`src/rtl/eth_txstat_pkg.sv`:
```
package eth_txstat_pkg;
  // Status word bit positions (fixed layout decoded by software)
  localparam int SB_CRC    = 0;
  localparam int SB_LENCHK = 1;
  localparam int SB_RANGE  = 2;
  localparam int SB_DONE   = 3;
  localparam int SB_MCAST  = 4;
  localparam int SB_BCAST  = 5;
  localparam int SB_DEFER  = 6;
  localparam int SB_XDEFER = 7;
  localparam int SB_XCOLL  = 8;
  localparam int SB_LATE   = 9;
  localparam int SB_GIANT  = 10;
  localparam int SB_URUN   = 11;
  localparam int SB_CNT_LO = 12;
  localparam int SB_CTRL   = 28;
  localparam int SB_PAUSE  = 29;
  localparam int SB_BPRESS = 30;
  localparam int SB_VLAN   = 31;

  localparam logic [15:0] ET_TAGGED  = 16'h8100;
  localparam logic [15:0] ET_MACCTRL = 16'h8808;
  localparam logic [15:0] OPC_PAUSE  = 16'h0001;

  typedef struct packed {
    logic        mcast;
    logic        bcast;
    logic [15:0] lentype;
    logic [15:0] opcode;
  } hdr_info_t;
endpackage

```
`src/rtl/txs_hdr_parse.sv`:
```
module txs_hdr_parse
  import eth_txstat_pkg::*;
#(
  parameter int CNT_W = 16
) (
  input  logic             clk,
  input  logic             rst_n,
  input  logic             byte_valid,
  input  logic [7:0]       byte_data,
  input  logic             frame_sof,
  input  logic             clr,
  input  logic             coll_pulse,
  output hdr_info_t        hdr,
  output logic [CNT_W-1:0] att_q,
  output logic [CNT_W-1:0] att_now,
  output logic             in_att
);
  localparam logic [CNT_W-1:0] POS_MAX = '1;
  localparam logic [CNT_W-1:0] POS_DA0 = CNT_W'(0);
  localparam logic [CNT_W-1:0] POS_DAN = CNT_W'(6);
  localparam logic [CNT_W-1:0] POS_LTH = CNT_W'(12);
  localparam logic [CNT_W-1:0] POS_LTL = CNT_W'(13);
  localparam logic [CNT_W-1:0] POS_OPH = CNT_W'(14);
  localparam logic [CNT_W-1:0] POS_OPL = CNT_W'(15);

  hdr_info_t        hdr_d, hdr_q;
  logic [CNT_W-1:0] att_d, pos_cur;
  logic             in_d, in_q;

  // position of the byte on the bus within the current attempt
  always_comb begin
    pos_cur = frame_sof ? '0 : att_q;
  end

  always_comb begin
    hdr_d = hdr_q;
    att_d = att_q;
    if (byte_valid) begin
      att_d = (pos_cur == POS_MAX) ? pos_cur : pos_cur + 1'b1;
      if (pos_cur == POS_DA0) begin
        hdr_d.mcast = byte_data[0];
        hdr_d.bcast = (byte_data == 8'hFF);
      end else if (pos_cur < POS_DAN) begin
        hdr_d.bcast = hdr_q.bcast & (byte_data == 8'hFF);
      end else if (pos_cur == POS_LTH) begin
        hdr_d.lentype[15:8] = byte_data;
      end else if (pos_cur == POS_LTL) begin
        hdr_d.lentype[7:0] = byte_data;
      end else if (pos_cur == POS_OPH) begin
        hdr_d.opcode[15:8] = byte_data;
      end else if (pos_cur == POS_OPL) begin
        hdr_d.opcode[7:0] = byte_data;
      end
    end
  end

  always_comb begin
    in_d = in_q;
    if (clr || coll_pulse) begin
      in_d = 1'b0;
    end else if (byte_valid && frame_sof) begin
      in_d = 1'b1;
    end
  end

  always_ff @(posedge clk or negedge rst_n) begin
    if (!rst_n) begin
      hdr_q <= '0;
      att_q <= '0;
      in_q  <= 1'b0;
    end else begin
      hdr_q <= hdr_d;
      att_q <= att_d;
      in_q  <= in_d;
    end
  end

  assign hdr     = hdr_q;
  assign att_now = byte_valid ? att_d : att_q;
  assign in_att  = in_q;
endmodule

```
`src/rtl/txs_defer_timer.sv`:
```
module txs_defer_timer #(
  parameter int DEFER_W  = 15,
  parameter int FAST_LIM = 6071,
  parameter int SLOW_LIM = 24287
) (
  input  logic clk,
  input  logic rst_n,
  input  logic clr,
  input  logic carrier_busy,
  input  logic bit_tick,
  input  logic in_att,
  input  logic speed_fast,
  output logic defer_flag,
  output logic xdefer_flag
);
  localparam logic [DEFER_W-1:0] CNT_MAX  = '1;
  localparam logic [DEFER_W-1:0] LIM_FAST = DEFER_W'(FAST_LIM);
  localparam logic [DEFER_W-1:0] LIM_SLOW = DEFER_W'(SLOW_LIM);

  logic [DEFER_W-1:0] cnt_d, cnt_q, lim;
  logic               seen_d, seen_q, waiting;

  always_comb begin
    waiting = carrier_busy && !in_att;
    seen_d  = seen_q | waiting;
    cnt_d   = cnt_q;
    if (waiting && bit_tick && (cnt_q != CNT_MAX)) begin
      cnt_d = cnt_q + 1'b1;
    end
    if (clr) begin
      seen_d = 1'b0;
      cnt_d  = '0;
    end
  end

  always_ff @(posedge clk or negedge rst_n) begin
    if (!rst_n) begin
      cnt_q  <= '0;
      seen_q <= 1'b0;
    end else begin
      cnt_q  <= cnt_d;
      seen_q <= seen_d;
    end
  end

  always_comb begin
    lim         = speed_fast ? LIM_FAST : LIM_SLOW;
    xdefer_flag = (cnt_q > lim);
    defer_flag  = seen_q && !xdefer_flag;
  end
endmodule

```
`src/rtl/txs_byte_tally.sv`:
```
module txs_byte_tally #(
  parameter int CNT_W      = 16,
  parameter int LATE_BYTES = 64
) (
  input  logic             clk,
  input  logic             rst_n,
  input  logic             clr,
  input  logic             byte_valid,
  input  logic             coll_pulse,
  input  logic [CNT_W-1:0] att_len,
  output logic [CNT_W-1:0] total_now,
  output logic             giant_now,
  output logic             late_now
);
  localparam logic [CNT_W-1:0] LATE_C = CNT_W'(LATE_BYTES);

  logic [CNT_W:0] tot_q, tot_inc, tot_d;
  logic           late_q, late_d;

  always_comb begin
    tot_inc = tot_q;
    if (byte_valid && !tot_q[CNT_W]) begin
      tot_inc = tot_q + 1'b1;
    end
    giant_now = tot_inc[CNT_W];
    total_now = giant_now ? '1 : tot_inc[CNT_W-1:0];
    late_now  = late_q | (coll_pulse && (att_len >= LATE_C));
    tot_d     = clr ? '0 : tot_inc;
    late_d    = clr ? 1'b0 : late_now;
  end

  always_ff @(posedge clk or negedge rst_n) begin
    if (!rst_n) begin
      tot_q  <= '0;
      late_q <= 1'b0;
    end else begin
      tot_q  <= tot_d;
      late_q <= late_d;
    end
  end
endmodule

```
`src/rtl/eth_txstat_gen.sv`:
```
module eth_txstat_gen
  import eth_txstat_pkg::*;
#(
  parameter int CNT_W      = 16,
  parameter int DEFER_W    = 15,
  parameter int FAST_LIM   = 6071,
  parameter int SLOW_LIM   = 24287,
  parameter int LATE_BYTES = 64,
  parameter int MAX_LEN    = 1500,
  parameter int MIN_PAY    = 46,
  parameter int OVERHEAD   = 18
) (
  input  logic        clk,
  input  logic        rst_n,
  input  logic        byte_valid,
  input  logic [7:0]  byte_data,
  input  logic        frame_sof,
  input  logic        frame_eof,
  input  logic        fcs_bad,
  input  logic        carrier_busy,
  input  logic        bit_tick,
  input  logic        speed_fast,
  input  logic        coll_pulse,
  input  logic        coll_abort,
  input  logic        underrun,
  input  logic        backpressure,
  output logic [31:0] status_word,
  output logic        status_valid
);
  localparam logic [15:0] MAXLEN16 = 16'(MAX_LEN);
  localparam logic [15:0] MINPAY16 = 16'(MIN_PAY);
  localparam logic [31:0] OVH32    = 32'(OVERHEAD);
  localparam logic [31:0] MINPAY32 = 32'(MIN_PAY);

  hdr_info_t        hdr;
  logic [CNT_W-1:0] att_q, att_now, total_now;
  logic             in_att, defer_flag, xdefer_flag, giant_now, late_now;
  logic             eof_evt, abort_evt, finish, ok;
  logic             is_len, len_err, bp_d, bp_q;
  logic [31:0]      len32, pay32, lt32;
  logic [31:0]      word_d, word_q;
  logic             valid_q;

  always_comb begin
    eof_evt   = byte_valid && frame_eof;
    abort_evt = coll_abort || underrun;
    finish    = eof_evt || abort_evt;
    ok        = eof_evt && !abort_evt;
  end

  txs_hdr_parse #(.CNT_W(CNT_W)) u_hdr (
    .clk(clk), .rst_n(rst_n), .byte_valid(byte_valid), .byte_data(byte_data),
    .frame_sof(frame_sof), .clr(finish), .coll_pulse(coll_pulse),
    .hdr(hdr), .att_q(att_q), .att_now(att_now), .in_att(in_att)
  );

  txs_defer_timer #(.DEFER_W(DEFER_W), .FAST_LIM(FAST_LIM), .SLOW_LIM(SLOW_LIM)) u_defer (
    .clk(clk), .rst_n(rst_n), .clr(finish), .carrier_busy(carrier_busy),
    .bit_tick(bit_tick), .in_att(in_att), .speed_fast(speed_fast),
    .defer_flag(defer_flag), .xdefer_flag(xdefer_flag)
  );

  txs_byte_tally #(.CNT_W(CNT_W), .LATE_BYTES(LATE_BYTES)) u_tally (
    .clk(clk), .rst_n(rst_n), .clr(finish), .byte_valid(byte_valid),
    .coll_pulse(coll_pulse), .att_len(att_q),
    .total_now(total_now), .giant_now(giant_now), .late_now(late_now)
  );

  // length field versus payload actually sent in the completing attempt
  always_comb begin
    is_len  = (hdr.lentype <= MAXLEN16);
    len32   = 32'(att_now);
    pay32   = len32 - OVH32;
    lt32    = 32'(hdr.lentype);
    len_err = 1'b0;
    if (is_len) begin
      if (len32 < OVH32) begin
        len_err = 1'b1;
      end else begin
        len_err = !((pay32 == lt32) ||
                    ((hdr.lentype < MINPAY16) && (pay32 == MINPAY32)));
      end
    end
  end

  always_comb begin
    bp_d = finish ? 1'b0 : (bp_q | backpressure);
  end

  always_comb begin
    word_d             = '0;
    word_d[SB_CRC]     = ok && fcs_bad;
    word_d[SB_LENCHK]  = ok && len_err;
    word_d[SB_RANGE]   = !is_len;
    word_d[SB_DONE]    = ok;
    word_d[SB_MCAST]   = hdr.mcast;
    word_d[SB_BCAST]   = hdr.bcast;
    word_d[SB_DEFER]   = defer_flag;
    word_d[SB_XDEFER]  = xdefer_flag;
    word_d[SB_XCOLL]   = coll_abort;
    word_d[SB_LATE]    = late_now;
    word_d[SB_GIANT]   = giant_now;
    word_d[SB_URUN]    = underrun;
    word_d[SB_CNT_LO +: 16] = 16'(total_now);
    word_d[SB_CTRL]    = (hdr.lentype == ET_MACCTRL);
    word_d[SB_PAUSE]   = (hdr.lentype == ET_MACCTRL) && (hdr.opcode == OPC_PAUSE);
    word_d[SB_BPRESS]  = bp_q | backpressure;
    word_d[SB_VLAN]    = (hdr.lentype == ET_TAGGED);
  end

  always_ff @(posedge clk or negedge rst_n) begin
    if (!rst_n) begin
      word_q  <= '0;
      valid_q <= 1'b0;
      bp_q    <= 1'b0;
    end else begin
      if (finish) begin
        word_q <= word_d;
      end
      valid_q <= finish;
      bp_q    <= bp_d;
    end
  end

  assign status_word  = word_q;
  assign status_valid = valid_q;
endmodule

```
`config.mk`:
```
export PLATFORM = sky130hd
export DESIGN_NAME = eth_txstat_gen
export DESIGN_NICKNAME = d
export VERILOG_FILES = /design/src/rtl/eth_txstat_pkg.sv /design/src/rtl/txs_hdr_parse.sv /design/src/rtl/txs_defer_timer.sv /design/src/rtl/txs_byte_tally.sv /design/src/rtl/eth_txstat_gen.sv
export SDC_FILE = /design/constraint.sdc
export NUM_CORES = 1
export LEC_CHECK = 0
export CORE_UTILIZATION = 40
export CTS_CLUSTER_DIAMETER = 30
export CTS_CLUSTER_SIZE = 20
export DETAILED_ROUTE_END_ITERATION = 12
export DONT_BUFFER_PORTS = 1
export PLACE_DENSITY_LB_ADDON = 0.15
export SYNTH_ARGS = -nofsm -noshare
export SYNTH_HDL_FRONTEND = slang
export SYNTH_SLANG_ARGS = --single-unit
export TNS_END_PERCENT = 1
```
`constraint.sdc`:
```
create_clock -name clk -period 6.6 [get_ports clk]
set_input_delay 0.33 -clock clk [delete_from_list [all_inputs] [get_ports clk]]
set_output_delay 0.33 -clock clk [all_outputs]
set_load 0.01 [all_outputs]
```
==> reports/metrics.cfg, run 1 <==
[yosys]
synthXorXnorAreaFrac_pct=8.64
synthSimpleGateAreaFrac_pct=22.7
synth_area_um2=6270
ys_types=69
muxShareOfSynthArea_pct=6.57
synth_most_common_cell=dfrtp_1
synth_area_leader_cell=dfrtp_1
synth_common_cells=119 x dfrtp_1, 84 x nor2_1, 53 x nand2_1
synth_top_family_by_area=simple AND/OR/NAND/NOR gates
netlist_instances=626
synthTopCellsByArea=dfrtp_1 47%, mux2_2 5.9%, nor2_1 5.0%, xnor2_1 3.8%, xor2_1 3.8%
synthAdderAreaFrac_pct=2.39
yosysWarningCount=0
yosys.area.top_type_share_pct=47.5
ys_ff_latch=119
synth_fp_nets=659
synth-async-reset-ratio_pct=100
ys.flop_type=dfrtp_1
synth-compound-area-share_pct=9.82
synth_edf_count=0
avgSynthCellArea_um2=10.0
synth.yosys.seq_area_share_pct=47.5

[place]
finalWeightedCongestion=0.891
dpl_cell_area_um2=6470
dp_hpwl_mm=10.6
port_buffers=0
placedCellCount=821

[worst_setup_path]
cp_slowest_cell=nor3_1
worstPathRequired_ns=6.90
cp.arrival_ns=4.68
worstSetupStartpointType=register
worstSetupPathType=reg -> reg
cp_max_fo=8
crit_chain=nand2b_1, inv_1, ha_1, nand4b_1, nor3_1, nand2_1, a32oi_1, ha_1, a22o_1, xnor2_1, or4_1, o32ai_1, nor2_1, a2111oi_2, o31ai_1
end_kind=register
cpMostUsedCell=ha_1
critPathMaxStageDelay_ns=0.55

[clocking]
clock-root-buffer=clkbuf_16
clk_latency_ns=0.42
h-tree-depth=4
numClockSinks=119
cts_buffers=17
cts.repair.resized=0
clk_pin_slew_worst_paths_ns=0.06
cts_tree=done
clock_path_buffers=2

[drt]
drc_errors=0
vias_per_cell=5.60
dr.pass1.iters=4
routed_wl_mm=15.2
postRouteAntennaNets=0
drt_iter0_drc=356
wl_per_cell_um=17.7
dr_total_vias=4801

[final_layout]
syn2layout_area_growth_pct=12.9
final_cells=858
num-fill-cells=1458
multi_input_area_um2=3140
n_antenna_cell=0
fin_nets=668
drive_gt1_share_pct=12.5
final_area_um2=7080
regArea_um2=2980

[timing]
finalCritPeriodShare_pct=66.4
clock.fmax_mhz=228
rsz0062_at_grt=no
finClkSkew_ns=0.0150
hold-worst-slack_ns=0.0588
timing.slew.headroom_pct=19.1
worstMarginPinSlew_ns=1.21
drv_slew=0
hold_viol_final=0
finalCriticalPeriod_ns=4.38
fin_tns_setup_ns=0
setup_violations=0

[global_routing]
grt_max_degree=120
grt_use_met1_pct=27.6
grt_util_all_layers_pct=20.1
antenna_found_initial=0
grt-ovfl-total=0
use_met3_pct=4.86
grt_pass1_vias=4793
grt_pass1_wl_mm=25.1
met2_usage_pct=30.1
grt_busiest_layer=met2

[floorplanning]
dieArea_um2=16200
start_util_pct=41.1
num_rows=45
pin_count=54
die_y_um=127
dieWidth_um=127
core_um2=15300

[pwr]
p_leak_nw=3.18
ir_drop_mv=0.189
fin_total_pwr_mw=1.72
power_density_nw_per_um2=243

[min_path]
hold_path_class=in -> reg

[flow_run]
max-cap-violations=0

[status]
status=finished clean

[worst max-delay path, delay by kind of cell (launching register included)]
family                     cells  cell delay [ns]
adders and majority gates      2             0.57
buffers and inverters          1             0.11
and+or+nand+nor                6             1.60
DFF                            1             0.45
xor gates and xnor gates       1             0.10
AOI/OAI and AO/OA              5             1.43
[state kept, by name, summed over array words and instances (netlist names), named ones only]
name and cells:
u_hdr.hdr 34, status_word 32, u_tally.tot_q 17, u_defer.cnt_q 15, u_hdr.att_q 15, bp_q 1, status_valid 1, u_defer.seen_q 1
u_hdr.in_att 1, u_tally.late_q 1
[power by group]
group,leakage (nW),switching [mW],internal [mW],total (mW)
sequential,1.62,0.0280,0.751,0.779
combinational,1.31,0.0718,0.0450,0.117
clock,0.252,0.335,0.487,0.821
total,3.18,0.435,1.28,1.72
[cells in the final DEF (no fill, tap or decap), types with 3 or more instances in the layout]
cell and count:
a21oi_1 16, inv_1 18, nand2b_1 5, nand4_1 25, nand3b_1 3, a21o_1 3
a31oi_1 20, and3_1 7, dfrtp_1 119, mux2i_1 4, xnor2_1 27, or3_1 3
o21ai_0 13, nor2b_1 4, or4_1 7, and4_1 4, clkbuf_16 17, mux2_2 33
nor4b_1 3, nand3_1 18, nand2_1 53, nor3_1 15, ha_1 12, dlygate4sd3_1 5
nand4b_1 6, clkinv_2 4, o2111ai_1 4, nor4_1 18, and2_1 6, nor2_1 84
xor2_1 27, clkinvlp_4 3, o31ai_1 5
[per-stage QoR]
stage | utilization [%] | worst slack, ns
after floorplan | - | 2.63
after global placement | 42.4 | 2.55
after detailed placement | 42.4 | 2.29
after CTS | 46.4 | 2.28
after global routing | 46.4 | 1.83
final | 46.4 | 2.22
[cells by family after synthesis]
group	after synthesis
AO/OA/AOI/OAI	88
XOR/XNOR	57
adder cells (fa/ha/maj)	12
buffers and inverters	38
flip-flops	119
multiplexers	37
AND/OR/NAND/NOR	275
[repair_timing]
item                                   4_1_cts  5_1_grt
endpoints found under the hold margin      124        0
buffers inserted                             0        0
hold buffers                                 6        0
[final timing paths]
| path | startpoint | endpoint | slack [ns] | depth (start not counted) |
|---|---|---|---|---|
| max | u_hdr.att_q[0]$_DFF_PN0_ | status_word[1]$_DFFE_PN0N_ | 2.22 | 15 |
| min | byte_data[7] | u_hdr.hdr[23]$_DFFE_PN0P_ | 0.06 | 1 |
| max reg2reg | u_hdr.att_q[0]$_DFF_PN0_ | status_word[1]$_DFFE_PN0N_ | 2.22 | 15 |
| min reg2reg | bp_q$_DFF_PN0_ | bp_q$_DFF_PN0_ | 0.48 | 2 |
| max in group asynchronous | rst_n | status_word[25]$_DFFE_PN0N_ | 5.61 | 2 |
| min in group asynchronous | rst_n | u_hdr.att_q[15]$_DFF_PN0_ | 0.52 | 2 |
[cell type report]
type / count / share of cell area (%)
Tap cell: 211 / 3.73
Clock inverter: 11 / 1.10
Timing Repair Buffer: 8 / 1.31
Sequential cell: 119 / 42.1
Multi-Input combinational cell: 469 / 44.4
Clock buffer: 20 / 6.31
Inverter: 20 / 1.06
[routing by layer]
metal | share of wire [%] | up-vias | wire (um)
met5 | 0 | - | 0
met2 | 45 | 119 | 6770
met3 | 5.4 | 21 | 818
met4 | 2.2 | 0 | 327
li1 | - | 2285 | -
met1 | 48 | 2376 | 7260
Note: power is estimated with default switching activity, not from simulation.
==> run 2, diff against run 1 <==
Clock period 6.6 ns to 4.1 ns, I/O delays scaled along.
==> run 2 against run 1 <==
  * Clock power increased by 91%
  * Sequential power rose by 60%
  * Clock skew decreased by 0.0092 ns
  * Final area grew 4.8%
  * Setup slack got worse by 2.1 ns
  * Routed wire length rose by 2.7%
  * Count of clock-buffer cells in the layout did not move
  * Critical path type unchanged
  * Largest cell class unchanged
==> reports/metrics.cfg, run 2 (synthesized netlist as in run 1, its figures left out) <==
[status]
status=finished clean  ; unchanged

[timing]
finalCritPeriodShare_pct=96.6  ; was 66.4%
hold_viol_final=0  ; unchanged
rsz0062_at_grt=no  ; unchanged
finClkSkew_ns=0.00586  ; was 0.0150 ns
drv_slew=0  ; unchanged
finalCriticalPeriod_ns=3.96  ; was 4.38 ns
clock.fmax_mhz=253  ; was 228 MHz
timing.slew.headroom_pct=52.9  ; was 19.1%
setup_violations=0  ; unchanged
fin_tns_setup_ns=0  ; unchanged
worstMarginPinSlew_ns=0.707  ; was 1.21 ns

[floorplanning]
die_y_um=127  ; unchanged
dieArea_um2=16200  ; unchanged
dieWidth_um=127  ; unchanged
num_rows=45  ; unchanged
pin_count=54  ; unchanged
start_util_pct=41.1  ; unchanged
core_um2=15300  ; unchanged

[pwr]
switching_share_pct=24.0  ; was 25.3%
power_frac_seq_pct=41.2  ; was 45.4%
power_frac_comb_pct=7.0  ; was 6.8%
fin_total_pwr_mw=3.04  ; was 1.72 mW
p_sw_mw=0.729  ; was 0.435 mW
clkPwrFrac_pct=51.8  ; was 47.8%
ir_drop_mv=0.304  ; was 0.189 mV
power_density_nw_per_um2=410  ; was 243 nW/um2
p_leak_nw=3.35  ; was 3.18 nW
p_int_mw=2.31  ; was 1.28 mW

[worst_setup_path]
worstRegToRegCells=14  ; was 15
end_kind=register  ; unchanged
critPathLaunch=u_hdr.att_q[1]$_DFF_PN0_  ; was u_hdr.att_q[0]$_DFF_PN0_
cp.arrival_ns=4.25  ; was 4.68 ns
worstSetupPathType=reg -> reg  ; unchanged
cpMostUsedCell=or4_1  ; was ha_1
path_buf_inv=2  ; was 1
cp.depth=14  ; was 15
r2r_start=u_hdr.att_q[1]$_DFF_PN0_  ; was u_hdr.att_q[0]$_DFF_PN0_
crit_chain=nand2b_1, inv_1, ha_4, nand4b_1, buf_4, or4_1, nand4_1, xor2_1, or4_4, or4_1, o32ai_1, nor2_1, a2111oi_2, o31ai_1  ; was nand2b_1, inv_1, ha_1, nand4b_1, nor3_1, nand2_1, a32oi_1, ha_1, a22o_1, xnor2_1, or4_1, o32ai_1, nor2_1, a2111oi_2, o31ai_1
reg2reg_setup_slack_ns=0.14  ; was 2.22 ns
critPathCapture=status_word[1]$_DFFE_PN0N_  ; unchanged
path_delay_family=simple AND/OR/NAND/NOR gates  ; unchanged
cp_max_fo=7  ; was 8
worstSetupStartpointType=register  ; unchanged
critPathMaxStageDelay_ns=0.57  ; was 0.55 ns
cp_slowest_cell=or4_4  ; was nor3_1
worstPathRequired_ns=4.39  ; was 6.90 ns
r2r_end=status_word[1]$_DFFE_PN0N_  ; unchanged

[global_routing]
grt_util_all_layers_pct=20.5  ; was 20.1%
grt_pass1_vias=4820  ; was 4,793
grt-ovfl-total=0  ; unchanged
grt_pass1_wl_mm=25.4  ; was 25.1 mm
antenna_found_initial=0  ; unchanged
grt_max_degree=120  ; unchanged

[drt]
routed_wl_mm=15.6  ; was 15.2 mm
dr_total_vias=4888  ; was 4,801
postRouteAntennaNets=0  ; unchanged
drc_errors=0  ; unchanged
dr.pass1.iters=5  ; was 4
vias_per_cell=5.54  ; was 5.60
drt_iter0_drc=245  ; was 356
wl_per_cell_um=17.7  ; about the same

[min_path]
hold_path_class=in -> reg  ; unchanged
min_from=frame_sof  ; was byte_data[7]

[final_layout]
fin_nets=691  ; was 668
num-fill-cells=1420  ; was 1,458
n_antenna_cell=0  ; unchanged
drive_gt1_share_pct=14.9  ; was 12.5%
regMostFlops=u_hdr.hdr  ; unchanged
syn2layout_area_growth_pct=18.2  ; was 12.9%
final_common_cell=dfrtp_1  ; unchanged
largest_reg_flops=34  ; unchanged
final_cell_mix=118 x dfrtp_1, 84 x nor2_1, 53 x nand2_1, 33 x mux2_2  ; was 119 x dfrtp_1, 84 x nor2_1, 53 x nand2_1, 33 x mux2_2

[clocking]
clock_path_buffers=2  ; unchanged
cts_buffers=17  ; unchanged
clk_pin_slew_worst_paths_ns=0.06  ; about the same
h-tree-depth=4  ; unchanged
cts_tree=done  ; unchanged
clock-root-buffer=clkbuf_16  ; unchanged
clk_latency_ns=0.42  ; about the same
numClockSinks=119  ; unchanged

[place]
dp_hpwl_mm=10.7  ; was 10.6 mm
finalWeightedCongestion=0.904  ; was 0.891
port_buffers=0  ; unchanged

[flow_run]
max-cap-violations=0  ; unchanged

[run 2: cell types whose count changed in the layout (fill, tap and decap cells not counted), sizes merged]
cell	previous run	this run
dlygate4sd3	5	17
buf	3	14
bufinv	0	3
clkinv	6	3
inv	22	24
clkinvlp	3	2
[run 2: area by class of cell]
type,count,area (um2),area share (%)
timing repair buffer,31,295,3.98
clock buffer,20,467,6.30
tap,211,264,3.56
inverter,20,75.1,1.01
clock inverter,12,163,2.19
sequential,119,2980,40.2
multi-input combinational,469,3170,42.8
[run 2: what timing repair did]
| action | CTS | global route |
|---|---|---|
| hold endpoints to repair | 161 | 0 |
| endpoints found under the setup margin | 0 | 1 |
| hold buffers | 18 | 0 |
| gates resized for setup | 0 | 6 |
| buffers inserted | 0 | 1 |
[run 2: power by group through the flow]
stage	clock network [mW]	logic (mW)	registers [mW]
detailed placement	0	0.169	1.27
CTS	1.61	0.215	1.25
global placement	0	0.167	1.27
finish	1.57	0.213	1.25
floorplan	0	0.132	1.26
global route	1.67	0.241	1.26
[run 2: routing by layer]
| layer | up-vias | part of all wire (%) | track usage, % | wire length, um |
|---|---|---|---|---|
| met4 | 0 | 1.5 | 7.35 | 230 |
| met5 | - | 0 | 0 | 0 |
| met1 | 2395 | 46 | 27.3 | 7230 |
| met3 | 22 | 5.6 | 6.41 | 873 |
| li1 | 2342 | - | - | - |
| met2 | 129 | 47 | 31.4 | 7240 |
[run 2: metrics by stage]
stage	setup WS, ns	hold slack (ns)	utilization [%]	std cells	cell area, um2
3_5_place_dp	0.0382	-0.0831	42.9	831	6550
5_1_grt	0.0343	0.0826	48.6	882	7410
2_1_floorplan	0.257	-0.0906	-	626	6270
6_report	0.141	0.0729	48.6	882	7410
3_3_place_gp	0.197	-0.0833	42.9	831	6550
4_1_cts	0.0180	0.0620	48.3	881	7380
[run 2: worst register-to-register path: stages (launching register included)]
cell and delay (ns):
dfrtp_2 0.41, nand2b_1 0.11, inv_1 0.15, ha_4 0.19, nand4b_1 0.13, buf_4 0.18, or4_1 0.55, nand4_1 0.13
xor2_1 0.15, or4_4 0.57, or4_1 0.52, o32ai_1 0.15, nor2_1 0.11, a2111oi_2 0.36, o31ai_1 0.12
[run 2: how the worst min path moves through the flow]
stage	endpoint	slack [ns]	cells after the start
after floorplan	async pin	-0.09	0
after global placement	u_hdr.att_q[14]$_DFF_PN0_	-0.08	0
after detailed placement	u_hdr.att_q[15]$_DFF_PN0_	-0.08	0
after CTS	u_hdr.att_q[8]$_DFF_PN0_	0.06	3
after global routing	u_hdr.att_q[8]$_DFF_PN0_	0.08	3
final	u_hdr.att_q[8]$_DFF_PN0_	0.07	3
